<file path="src/rtl/cfg_loader_pkg.sv">
package cfg_loader_pkg;

    typedef enum logic [3:0] {
        ST_IDLE,
        ST_RST,
        ST_WAKE,
        ST_FETCH,
        ST_SHIFT,
        ST_DUMMY,
        ST_DWAIT,
        ST_FINISH,
        ST_FLASH,
        ST_BOOT
    } ld_state_e;

    typedef struct packed {
        logic [7:0] data;
        logic [3:0] nbits;
    } shift_req_t;

    // cycles of clk_hz that fit in a duration given in microseconds, at least 1
    function automatic int unsigned us_to_cycles(longint unsigned clk_hz, longint unsigned us);
        longint unsigned c;
        c = (clk_hz * us) / 64'd1_000_000;
        if (c == 0) c = 1;
        return c[31:0];
    endfunction

    // clk cycles per half period of a serial clock, at least 1
    function automatic int unsigned half_cycles(longint unsigned clk_hz, longint unsigned sclk_hz);
        longint unsigned c;
        c = clk_hz / (2 * sclk_hz);
        if (c == 0) c = 1;
        return c[31:0];
    endfunction

endpackage

</file>
<file path="src/rtl/cl_delay.sv">
module cl_delay #(
    parameter int unsigned TW = 8
) (
    input  logic          clk,
    input  logic          rst,
    input  logic          load,
    input  logic [TW-1:0] value,
    output logic          zero
);
    logic [TW-1:0] cnt;

    always_ff @(posedge clk) begin
        if (rst)              cnt <= '0;
        else if (load)        cnt <= value;
        else if (cnt != '0)   cnt <= cnt - 1'b1;
    end

    assign zero = (cnt == '0);


    zero_hold_chk: assert property (@(posedge clk) disable iff (rst)
        (zero && !load) |=> zero);

endmodule

</file>
<file path="src/rtl/cl_bit_shifter.sv">
module cl_bit_shifter
    import cfg_loader_pkg::*;
#(
    parameter int unsigned HW = 8
) (
    input  logic          clk,
    input  logic          rst,
    input  logic          start,
    input  shift_req_t    req,
    input  logic [HW-1:0] half,
    output logic          sclk,
    output logic          mosi,
    output logic          busy,
    output logic          done
);
    logic [7:0]    sh;
    logic [3:0]    left;
    logic [HW-1:0] hcnt;
    logic          ph;
    logic          act;
    logic          done_q;

    always_ff @(posedge clk) begin
        if (rst) begin
            sh     <= '0;
            left   <= '0;
            hcnt   <= '0;
            ph     <= 1'b0;
            act    <= 1'b0;
            done_q <= 1'b0;
        end else begin
            done_q <= 1'b0;
            if (start && !act) begin
                sh   <= req.data;
                left <= req.nbits;
                hcnt <= '0;
                ph   <= 1'b0;
                act  <= 1'b1;
            end else if (act) begin
                if (hcnt == half - 1'b1) begin
                    hcnt <= '0;
                    if (!ph) begin
                        ph <= 1'b1;
                    end else begin
                        ph   <= 1'b0;
                        sh   <= {sh[6:0], 1'b0};
                        left <= left - 4'd1;
                        if (left == 4'd1) begin
                            act    <= 1'b0;
                            done_q <= 1'b1;
                        end
                    end
                end else begin
                    hcnt <= hcnt + 1'b1;
                end
            end
        end
    end

    assign sclk = act & ph;
    assign mosi = act & sh[7];
    assign busy = act;
    assign done = done_q;


    mosi_hold_chk: assert property (@(posedge clk) disable iff (rst)
        (sclk && $past(sclk)) |-> $stable(mosi));


    shift_start_chk: assert property (@(posedge clk) disable iff (rst)
        start |-> !busy);


    done_pulse_chk: assert property (@(posedge clk) disable iff (rst)
        done |=> !done);

endmodule

</file>
<file path="src/rtl/cl_load_seq.sv">
module cl_load_seq
    import cfg_loader_pkg::*;
#(
    parameter int unsigned RST_CYC    = 10,
    parameter int unsigned WAKE_CYC   = 10,
    parameter int unsigned BOOT_CYC   = 10,
    parameter int unsigned FAST_HALF  = 1,
    parameter int unsigned SLOW_HALF  = 4,
    parameter int unsigned DUMMY_CLKS = 49,
    parameter int unsigned TW         = 8,
    parameter int unsigned HW         = 8
) (
    input  logic          clk,
    input  logic          rst,
    input  logic          start_load,
    input  logic          slow_sclk,
    input  logic          flash_mode,
    input  logic          flash_sel,
    input  logic          tgt_done,
    input  logic [7:0]    img_data,
    input  logic          img_valid,
    input  logic          img_last,
    input  logic          img_keep,
    output logic          img_ready,
    output logic          tgt_cs_n,
    output logic          tgt_rst_n,
    output logic          busy,
    output logic          result_valid,
    output logic          result_pass,
    output logic          tmr_load,
    output logic [TW-1:0] tmr_value,
    input  logic          tmr_zero,
    output logic          sh_start,
    output shift_req_t    sh_req,
    output logic [HW-1:0] sh_half,
    input  logic          sh_done,
    input  logic          sh_sclk
);
    localparam int unsigned FULL = DUMMY_CLKS / 8;
    localparam int unsigned REM  = DUMMY_CLKS % 8;
    localparam int unsigned NCH  = FULL + ((REM != 0) ? 1 : 0);
    localparam int unsigned CW   = $clog2(NCH + 1);
    localparam int unsigned DRW  = $clog2(DUMMY_CLKS + 1);

    ld_state_e    st, nxt;
    logic         last_q;
    logic         slow_q;
    logic [CW-1:0] chunk;
    logic         final_chunk;

    assign final_chunk = (chunk == CW'(NCH - 1));

    always_comb begin
        nxt       = st;
        tmr_load  = 1'b0;
        tmr_value = '0;
        sh_start  = 1'b0;
        sh_req    = '{data: img_data, nbits: 4'd8};
        case (st)
            ST_IDLE: begin
                if (flash_mode) begin
                    nxt = ST_FLASH;
                end else if (start_load) begin
                    nxt       = ST_RST;
                    tmr_load  = 1'b1;
                    tmr_value = TW'(RST_CYC - 1);
                end
            end
            ST_RST: begin
                if (tmr_zero) begin
                    nxt       = ST_WAKE;
                    tmr_load  = 1'b1;
                    tmr_value = TW'(WAKE_CYC - 1);
                end
            end
            ST_WAKE:  if (tmr_zero) nxt = ST_FETCH;
            ST_FETCH: begin
                if (img_valid) begin
                    if (img_keep) begin
                        sh_start = 1'b1;
                        nxt      = ST_SHIFT;
                    end else if (img_last) begin
                        nxt = ST_DUMMY;
                    end
                end
            end
            ST_SHIFT: if (sh_done) nxt = last_q ? ST_DUMMY : ST_FETCH;
            ST_DUMMY: begin
                sh_start     = 1'b1;
                sh_req.data  = 8'h00;
                sh_req.nbits = (final_chunk && REM != 0) ? 4'(REM) : 4'd8;
                nxt          = ST_DWAIT;
            end
            ST_DWAIT: if (sh_done) nxt = final_chunk ? ST_FINISH : ST_DUMMY;
            ST_FINISH: nxt = ST_IDLE;
            ST_FLASH: begin
                if (!flash_mode) begin
                    nxt       = ST_BOOT;
                    tmr_load  = 1'b1;
                    tmr_value = TW'(BOOT_CYC - 1);
                end
            end
            ST_BOOT: if (tmr_zero) nxt = ST_IDLE;
            default: nxt = ST_IDLE;
        endcase
    end

    always_ff @(posedge clk) begin
        if (rst) begin
            st           <= ST_IDLE;
            last_q       <= 1'b0;
            slow_q       <= 1'b0;
            chunk        <= '0;
            result_valid <= 1'b0;
            result_pass  <= 1'b0;
        end else begin
            st <= nxt;
            if (st == ST_IDLE && start_load && !flash_mode)
                slow_q <= slow_sclk;
            if (st == ST_FETCH && img_valid && img_keep)
                last_q <= img_last;
            if (st == ST_FETCH)
                chunk <= '0;
            else if (st == ST_DWAIT && sh_done)
                chunk <= chunk + 1'b1;
            result_valid <= (st == ST_FINISH) || (st == ST_BOOT && tmr_zero);
            if ((st == ST_FINISH) || (st == ST_BOOT && tmr_zero))
                result_pass <= tgt_done;
        end
    end

    assign sh_half   = slow_q ? HW'(SLOW_HALF) : HW'(FAST_HALF);
    assign img_ready = (st == ST_FETCH);
    assign busy      = (st != ST_IDLE);
    assign tgt_rst_n = !(st == ST_RST || st == ST_FLASH);
    assign tgt_cs_n  = !((st == ST_RST) || (st == ST_WAKE) || (st == ST_FETCH) ||
                         (st == ST_SHIFT) || (st == ST_DUMMY) || (st == ST_DWAIT) ||
                         (st == ST_FLASH && flash_sel));

    // checker state: rising serial clock edges seen during the dummy run
    logic           sclk_q;
    logic [DRW-1:0] drise;

    always_ff @(posedge clk) begin
        if (rst) begin
            sclk_q <= 1'b0;
            drise  <= '0;
        end else begin
            sclk_q <= sh_sclk;
            if (st == ST_IDLE || st == ST_FETCH)
                drise <= '0;
            else if ((st == ST_DUMMY || st == ST_DWAIT) && sh_sclk && !sclk_q)
                drise <= drise + 1'b1;
        end
    end


    dummy_count_chk: assert property (@(posedge clk) disable iff (rst)
        (st == ST_FINISH) |-> (drise == DRW'(DUMMY_CLKS)));


    report_pins_chk: assert property (@(posedge clk) disable iff (rst)
        result_valid |-> ($past(tgt_cs_n) && $past(tgt_rst_n) && !$past(sh_sclk)));


    flash_rst_chk: assert property (@(posedge clk) disable iff (rst)
        (st == ST_FLASH) |-> !sh_sclk);

endmodule

</file>
<file path="src/rtl/cfg_loader.sv">
module cfg_loader
    import cfg_loader_pkg::*;
#(
    parameter longint unsigned CLK_HZ     = 100_000_000,
    parameter longint unsigned FAST_HZ    = 6_000_000,
    parameter longint unsigned SLOW_HZ    = 50_000,
    parameter longint unsigned RST_US     = 100,
    parameter longint unsigned WAKE_US    = 2_000,
    parameter longint unsigned BOOT_US    = 250_000,
    parameter int unsigned     DUMMY_CLKS = 49
) (
    input  logic       clk,
    input  logic       rst,
    input  logic       start_load,
    input  logic       slow_sclk,
    input  logic       flash_mode,
    input  logic       flash_sel,
    input  logic [7:0] img_data,
    input  logic       img_valid,
    input  logic       img_last,
    input  logic       img_keep,
    output logic       img_ready,
    input  logic       tgt_done,
    output logic       sclk,
    output logic       mosi,
    output logic       tgt_cs_n,
    output logic       tgt_rst_n,
    output logic       busy,
    output logic       result_valid,
    output logic       result_pass
);
    localparam int unsigned RST_CYC   = us_to_cycles(CLK_HZ, RST_US);
    localparam int unsigned WAKE_CYC  = us_to_cycles(CLK_HZ, WAKE_US);
    localparam int unsigned BOOT_CYC  = us_to_cycles(CLK_HZ, BOOT_US);
    localparam int unsigned FAST_HALF = half_cycles(CLK_HZ, FAST_HZ);
    localparam int unsigned SLOW_HALF = half_cycles(CLK_HZ, SLOW_HZ);
    localparam int unsigned MAX_A     = (RST_CYC > WAKE_CYC) ? RST_CYC : WAKE_CYC;
    localparam int unsigned MAX_CYC   = (MAX_A > BOOT_CYC) ? MAX_A : BOOT_CYC;
    localparam int unsigned TW        = $clog2(MAX_CYC + 1);
    localparam int unsigned MAX_HALF  = (SLOW_HALF > FAST_HALF) ? SLOW_HALF : FAST_HALF;
    localparam int unsigned HW        = $clog2(MAX_HALF + 1);

    logic          tmr_load;
    logic [TW-1:0] tmr_value;
    logic          tmr_zero;
    logic          sh_start;
    shift_req_t    sh_req;
    logic [HW-1:0] sh_half;
    logic          sh_done;
    logic          sh_busy;

    cl_delay #(.TW(TW)) u_delay (
        .clk   (clk),
        .rst   (rst),
        .load  (tmr_load),
        .value (tmr_value),
        .zero  (tmr_zero)
    );

    cl_bit_shifter #(.HW(HW)) u_shift (
        .clk   (clk),
        .rst   (rst),
        .start (sh_start),
        .req   (sh_req),
        .half  (sh_half),
        .sclk  (sclk),
        .mosi  (mosi),
        .busy  (sh_busy),
        .done  (sh_done)
    );

    cl_load_seq #(
        .RST_CYC    (RST_CYC),
        .WAKE_CYC   (WAKE_CYC),
        .BOOT_CYC   (BOOT_CYC),
        .FAST_HALF  (FAST_HALF),
        .SLOW_HALF  (SLOW_HALF),
        .DUMMY_CLKS (DUMMY_CLKS),
        .TW         (TW),
        .HW         (HW)
    ) u_seq (
        .clk          (clk),
        .rst          (rst),
        .start_load   (start_load),
        .slow_sclk    (slow_sclk),
        .flash_mode   (flash_mode),
        .flash_sel    (flash_sel),
        .tgt_done     (tgt_done),
        .img_data     (img_data),
        .img_valid    (img_valid),
        .img_last     (img_last),
        .img_keep     (img_keep),
        .img_ready    (img_ready),
        .tgt_cs_n     (tgt_cs_n),
        .tgt_rst_n    (tgt_rst_n),
        .busy         (busy),
        .result_valid (result_valid),
        .result_pass  (result_pass),
        .tmr_load     (tmr_load),
        .tmr_value    (tmr_value),
        .tmr_zero     (tmr_zero),
        .sh_start     (sh_start),
        .sh_req       (sh_req),
        .sh_half      (sh_half),
        .sh_done      (sh_done),
        .sh_sclk      (sclk)
    );


    wake_sel_chk: assert property (@(posedge clk) disable iff (rst)
        (sh_busy && !flash_mode) |-> (tgt_rst_n && !tgt_cs_n));

endmodule

</file>
<file path="config.mk">
export PLATFORM = sky130hd
export DESIGN_NAME = cfg_loader
export DESIGN_NICKNAME = d
export VERILOG_FILES = /design/src/rtl/cfg_loader_pkg.sv /design/src/rtl/cl_delay.sv /design/src/rtl/cl_bit_shifter.sv /design/src/rtl/cl_load_seq.sv /design/src/rtl/cfg_loader.sv
export SDC_FILE = /design/constraint.sdc
export NUM_CORES = 1
export LEC_CHECK = 0
export BUFFER_PORTS_ARGS = -buffer_cell sky130_fd_sc_hd__buf_2
export CAP_MARGIN = 20
export CORE_ASPECT_RATIO = 2
export CORE_UTILIZATION = 40
export DETAILED_ROUTE_END_ITERATION = 8
export GPL_TIMING_DRIVEN = 0
export HOLD_SLACK_MARGIN = 0.08
export PLACE_DENSITY = 0.66
export SYNTH_ARGS = -nofsm -noshare
export SYNTH_HDL_FRONTEND = slang
export SYNTH_SLANG_ARGS = --single-unit
export TNS_END_PERCENT = 10
</file>
<file path="constraint.sdc">
create_clock -name clk -period 7.5 [get_ports clk]
set_input_delay 0.375 -clock clk [delete_from_list [all_inputs] [get_ports clk]]
set_output_delay 0.375 -clock clk [all_outputs]
set_load 0.1 [all_outputs]
</file>
# [After elaboration in Yosys (flattened, before gate mapping)]
# Cells that the tools add are included.
[word_totals] register_bits=61 elab_cells=126 output_inout_bits=8 input_bits=18
[classes] add_sub_neg=5 n_bitwise=5 mux=48 eq_ne=21 n_reduce_logical=34
[op_table] operator="25-bit two-way mux" count=4
[op_table] operator="25-bit case mux with 3 select lines" count=1
[op_table] operator="4-bit two-way mux" count=16
[op_table] operator="4-bit case mux with 9 select lines" count=1
[op_table] operator="8-bit two-way mux" count=4
[op_table] operator="25-bit zero test" count=1
[op_table] operator="25-bit nonzero test" count=1
[op_table] operator="25-bit by 1-bit subtractor with 25-bit output (second input constant)" count=1
[op_table] operator="10-bit two-way mux" count=2
[op_table] operator="18-bit two-way mux" count=1
[op_table] operator="4-bit by 3-bit == test with 1-bit output (second input constant)" count=4
[op_table] operator="14-bit two-way mux" count=1
[op_table] operator="1-bit two-way mux" count=13
[op_table] operator="12-bit two-way mux" count=1
[op_table] operator="10-bit by 1-bit adder with 10-bit output (second input constant)" count=1
[op_table] operator="10-bit == test" count=1
[op_table] operator="10-bit by 1-bit subtractor with 10-bit output (second input constant)" count=1
[op_table] operator="9-bit AND reduction" count=1
[op_table] operator="4-bit by 1-bit == test with 1-bit output (second input constant)" count=2
[op_table] operator="4-bit by 2-bit == test with 1-bit output (second input constant)" count=2
[op_table] operator="4-bit == test (second input constant)" count=2
[op_table] operator="1-bit logical AND" count=8
[op_table] operator="1-bit logical OR" count=8
[op_table] operator="2-bit inequality test (second input constant)" count=4
[op_table] operator="19 further kinds" count=32

# [Longest topological paths before layout]
[depth] depth_word=8 depth_mapped=8 ltp_nobuf=8

# [Hierarchy]
# Synthesis repeated with hierarchy kept, for this count alone.
[unflattened] hier_cells=502 area_unflattened_um2=4247.8
[modules_own_cells] module="cl_bit_shifter" seq_area_each_um2=500.5 area_each_um2=1771.7 instances=1 cells_each=201
[modules_own_cells] module="cl_delay" seq_area_each_um2=500.5 area_each_um2=1350.0 instances=1 cells_each=155
[modules_own_cells] module="cl_load_seq" seq_area_each_um2=220.2 area_each_um2=1126.1 instances=1 cells_each=146

# [Worst setup path before layout]
# No wires, ideal clock.
[synth_timing] path_kind="register -> register" startpoint="reg u_seq.st[0]" endpoint="reg u_delay.cnt[17]" synth_period_minus_slack_ns=2.801 required_time_ns=7.369 setup_ns=0.131 path_buffers=0 t_arrival_ns=2.669 setup_slack_ns=4.699 stages_incl_launch_ff=7 cell_sequence="dfxtp_1 or4_1 nor3b_1 nor2_1 a21boi_1 nand2b_1 o22ai_1"
[synth_between] elab_chain_cells=3 elab_cells_between_ends=7 classes_between="eq/ne (2); mux (3); reduce/logical (2)"
[synth_rtl] element="start, declared" line="cl_load_seq.sv:45" rtl="ld_state_e st, nxt;"
[synth_rtl] element="start signal, assigned" line="cl_load_seq.sv:117" rtl="st <= nxt;"
[synth_rtl] element="4-bit == test, or another cell as far along" line="cl_load_seq.sv:59" rtl="case (st)"
[synth_rtl] element="25-bit case mux with 3 select lines / 1-bit case mux with 3 select lines (equally long branches)" line="cl_load_seq.sv:59"
[synth_rtl] element="25-bit two-way mux / 2-bit nonzero test (equally long branches)"
[synth_rtl] element="end signal, assigned" line="cl_delay.sv:14" rtl="else if (load) cnt <= value;"
[synth_rtl] element="end signal, assigned" line="cl_delay.sv:15" rtl="else if (cnt != '0) cnt <= cnt - 1'b1;"
[synth_rtl] element="end, declared" line="cl_delay.sv:10" rtl="logic [TW-1:0] cnt;"
# Several ways; a longest one is shown, not always the timed one.
# A chain may end at the register's enable or synchronous reset.

# [Final worst setup path]
[layout_timing] startpoint="reg u_delay.cnt[14]" endpoint="reg u_delay.cnt[7]"
[layout_between] elab_chain_cells=4 elab_cells_between_ends=6 classes_between="mux (3); reduce/logical (3)"
[layout_rtl] element="25-bit zero test" line="cl_delay.sv:18" rtl="assign zero = (cnt == '0);"
[layout_rtl] element="1-bit two-way mux" line="cl_load_seq.sv:70" rtl="if (tmr_zero) begin"
[layout_rtl] element="1-bit case mux with 3 select lines" line="cl_load_seq.sv:59"
[layout_rtl] element="25-bit two-way mux / 2-bit nonzero test (equally long branches)"
# Several ways; a longest one is shown, not always the timed one.

==> results.json <==
{
  "num_rows": 45,
  "cp_top_family": "simple AND/OR/NAND/NOR gates",
  "post_cts_resized": 0,
  "drtAntennaViolNets": 0,
  "ys_ff_latch": 61,
  "worst-slew-pin-transition_ns": 1.09,
  "max_freq_mhz": 343,
  "clk_pin_slew_ns": 0.05,
  "dpl.hpwl_um": 5830,
  "grt_max_degree": 11,
  "skew_ns": 0.00711,
  "clock_tree.buffer_depth": 2,
  "ys.flop_type": "dfxtp_1",
  "routed-via-count": 2827,
  "wl_um": 7710,
  "timing.setup.tns_ns": 0,
  "hold_path_class": "in -> reg",
  "synthMuxAreaShare_pct": 3.80,
  "peakVddDrop_uv": 191,
  "io_buffers": 24,
  "slew_viol_final": 0,
  "finalNetCount": 445,
  "vias_per_cell": 5.45,
  "synthTopCellsByCount": "dfxtp_1, nor2_1, a21oi_1",
  "cts_num_sinks": 61,
  "finalHoldViolCount": 0,
  "outcome": "finished clean",
  "synth_fa_ha_area_share_pct": 2.38,
  "die_area_sq_um": 8280,
  "antenna_found_initial": 0,
  "drt-initial-drc-count": 133,
  "place_area_sq_um": 3400,
  "syn_area_per_cell_sq_um": 8.18,
  "yosys.area_share.simple_pct": 27.0,
  "p_per_area_nw_per_um2": 432,
  "crit_buf_inv": 1,
  "core-area_sq_um": 7600,
  "diodes": 0,
  "grt_pass1_wl_um": 13000,
  "p_leak_nw": 1.49,
  "fin_util_pct": 48.4,
  "cts_inserted_buffers": 9,
  "die_height_um": 128,
  "ys_types": 48,
  "gr-usage-all-layers_pct": 20.5,
  "grt_pass1_vias": 2859,
  "synth_edf_count": 0,
  "min_period_ns": 2.91,
  "num-fill-cells": 758,
  "fin_area_sq_um": 3680,
  "setup_viol": 0,
  "drc": 0,
  "cp_data_arrival_time_ns": 3.13,
  "synth_compound_area_share_pct": 14.6,
  "synthToLayoutAreaGrowth_pct": 16.4,
  "crit_fanout": 8,
  "io_pins": 26,
  "rsz0062_at_grt": "false",
  "cts_setup_buffers": 0,
  "die_x_um": 64.8,
  "netlist.area_leader.share_pct": 38.7,
  "post-route-period-util_pct": 38.8,
  "slowest_stage": "a2111oi_1",
  "maxCapViolCount": 0,
  "wl_per_cell_um": 14.9,
  "worstPathCellList": "or4_4, or3_1, buf_2, a2111oi_1, nor4bb_1, xnor2_1, nor2_1",
  "cts_tree": "built",
  "ys_warn_count": 0,
  "drive_above_1_share_pct": 10.6,
  "synth-xor-area-share_pct": 9.70,
  "worstSetupPathType": "reg -> reg",
  "syn-cell-area_sq_um": 3160,
  "cp_data_required_time_ns": 7.71,
  "synth_nets": 410,
  "cp-end-kind": "flop",
  "ys_seq_area_share_pct": 38.7,
  "max_stage_delay_ns": 0.93,
  "slew_headroom_pct": 26.8,
  "hold_buffers": 0,
  "startpoint_type": "flop",
  "h-tree-depth": 3,
  "gp_congestion": 0.880,
  "dr.pass1.iters": 4,
  "holdWs_ns": 0.292,
  "synth_area_leaders": "dfxtp_1, nor2_1, xor2_1",
  "grt_overflow": 0,
  "cts-root-buf": "clkbuf_16",
  "syn_inst": 386,
  "insertion_delay_ns": 0.33,
  "synth_top_family_by_area": "simple AND/OR/NAND/NOR gates",
  "initial_core_util_pct": 41.6,
  "synth_top_area_cell": "dfxtp_1",
  "async_reset_ff_share_pct": 0
}
## layout by cell type (no fill, tap or decap), types with 5 or more instances in the layout
| cell | count |
|---|---|
| nor2_1 | 61 |
| dfxtp_1 | 61 |
| a21oi_1 | 38 |
| nand2_1 | 28 |
| buf_2 | 25 |
| xor2_1 | 22 |
| clkbuf_1 | 20 |
| nand2b_1 | 14 |
| xnor2_1 | 13 |
| nor4_1 | 12 |
| nor3_1 | 12 |
| mux2i_1 | 12 |
| inv_1 | 10 |
| clkbuf_16 | 9 |
| nand3_1 | 8 |
| a211oi_1 | 8 |
| nand4_1 | 6 |
| o21ai_0 | 6 |
| ha_1 | 6 |
| or3_1 | 5 |
## cells by family after synthesis
| kind of cell | after synthesis |
|---|---|
| buf+inv | 30 |
| simple gates | 170 |
| mux | 12 |
| compound gates | 72 |
| flops | 61 |
| xor+xnor | 35 |
| fa+ha+maj | 6 |
## worst reg2reg max path, cell delays in order (launching register included)
cell and delay (ns):
dfxtp_1 0.37, or4_4 0.56, or3_1 0.31, buf_2 0.18, a2111oi_1 0.94, nor4bb_1 0.18, xnor2_1 0.20, nor2_1 0.06
## stage by stage
| stage | cells | worst slack (ns) | power (mW) |
|---|---|---|---|
| 6_report | 519 | 4.59 | 1.59 |
| 5_1_grt | 519 | 4.41 | 1.69 |
| 4_1_cts | 519 | 4.59 | 1.60 |
| 2_1_floorplan | 386 | 4.70 | 1.05 |
| 3_5_place_dp | 504 | 4.61 | 1.21 |
| 3_3_place_gp | 504 | 4.32 | 1.19 |
## final cells by class
type,instances,area (sq um),share of cell area [%]
clock buffer,14,274,7.45
sequential,61,1220,33.2
multi-input combinational,295,1820,49.4
inverter,10,37.5,1.02
clock inverter,1,5.00,0.136
buffer,20,83.8,2.28
tap,94,118,3.20
timing repair buffer,24,120,3.27
## per-layer routing
metal | vias to the layer above | part of all wire (%) | GRT usage [%]
li1 | 1425 | - | -
met1 | 1333 | 37 | 19.4
met2 | 48 | 56 | 37.8
met3 | 21 | 2.8 | 5.16
met4 | 0 | 3.6 | 12.7
met5 | - | 0 | 0
## flip-flops by register name, summed over array words and instances, names as in the netlist
register / cells
u_shift.left: 4
u_seq.slow_q: 1
u_shift.sh: 8
u_shift.hcnt: 10
u_shift.done: 1
u_seq.st: 4
u_seq.chunk: 3
u_seq.result_valid: 1
u_shift.ph: 1
u_seq.result_pass: 1
u_delay.cnt: 25
u_seq.last_q: 1
u_shift.busy: 1
## worst paths after layout
check | cells past startpoint | startpoint | slack, ns | end
min reg2reg | 2 | u_seq.slow_q | 0.49 | u_seq.slow_q
max reg2reg | 7 | u_delay.cnt[14] | 4.59 | u_delay.cnt[7]
min | 3 | tgt_done | 0.29 | u_seq.result_pass
max | 7 | u_delay.cnt[14] | 4.59 | u_delay.cnt[7]
## power breakdown
group / total [mW] / leakage [nW] / internal (mW) / switching (mW)
clock: 0.383 / 0.139 / 0.248 / 0.135
sequential: 0.464 / 0.496 / 0.395 / 0.0688
combinational: 0.741 / 0.854 / 0.256 / 0.486
total: 1.59 / 1.49 / 0.899 / 0.689
Power figures use the tool's default switching activity.
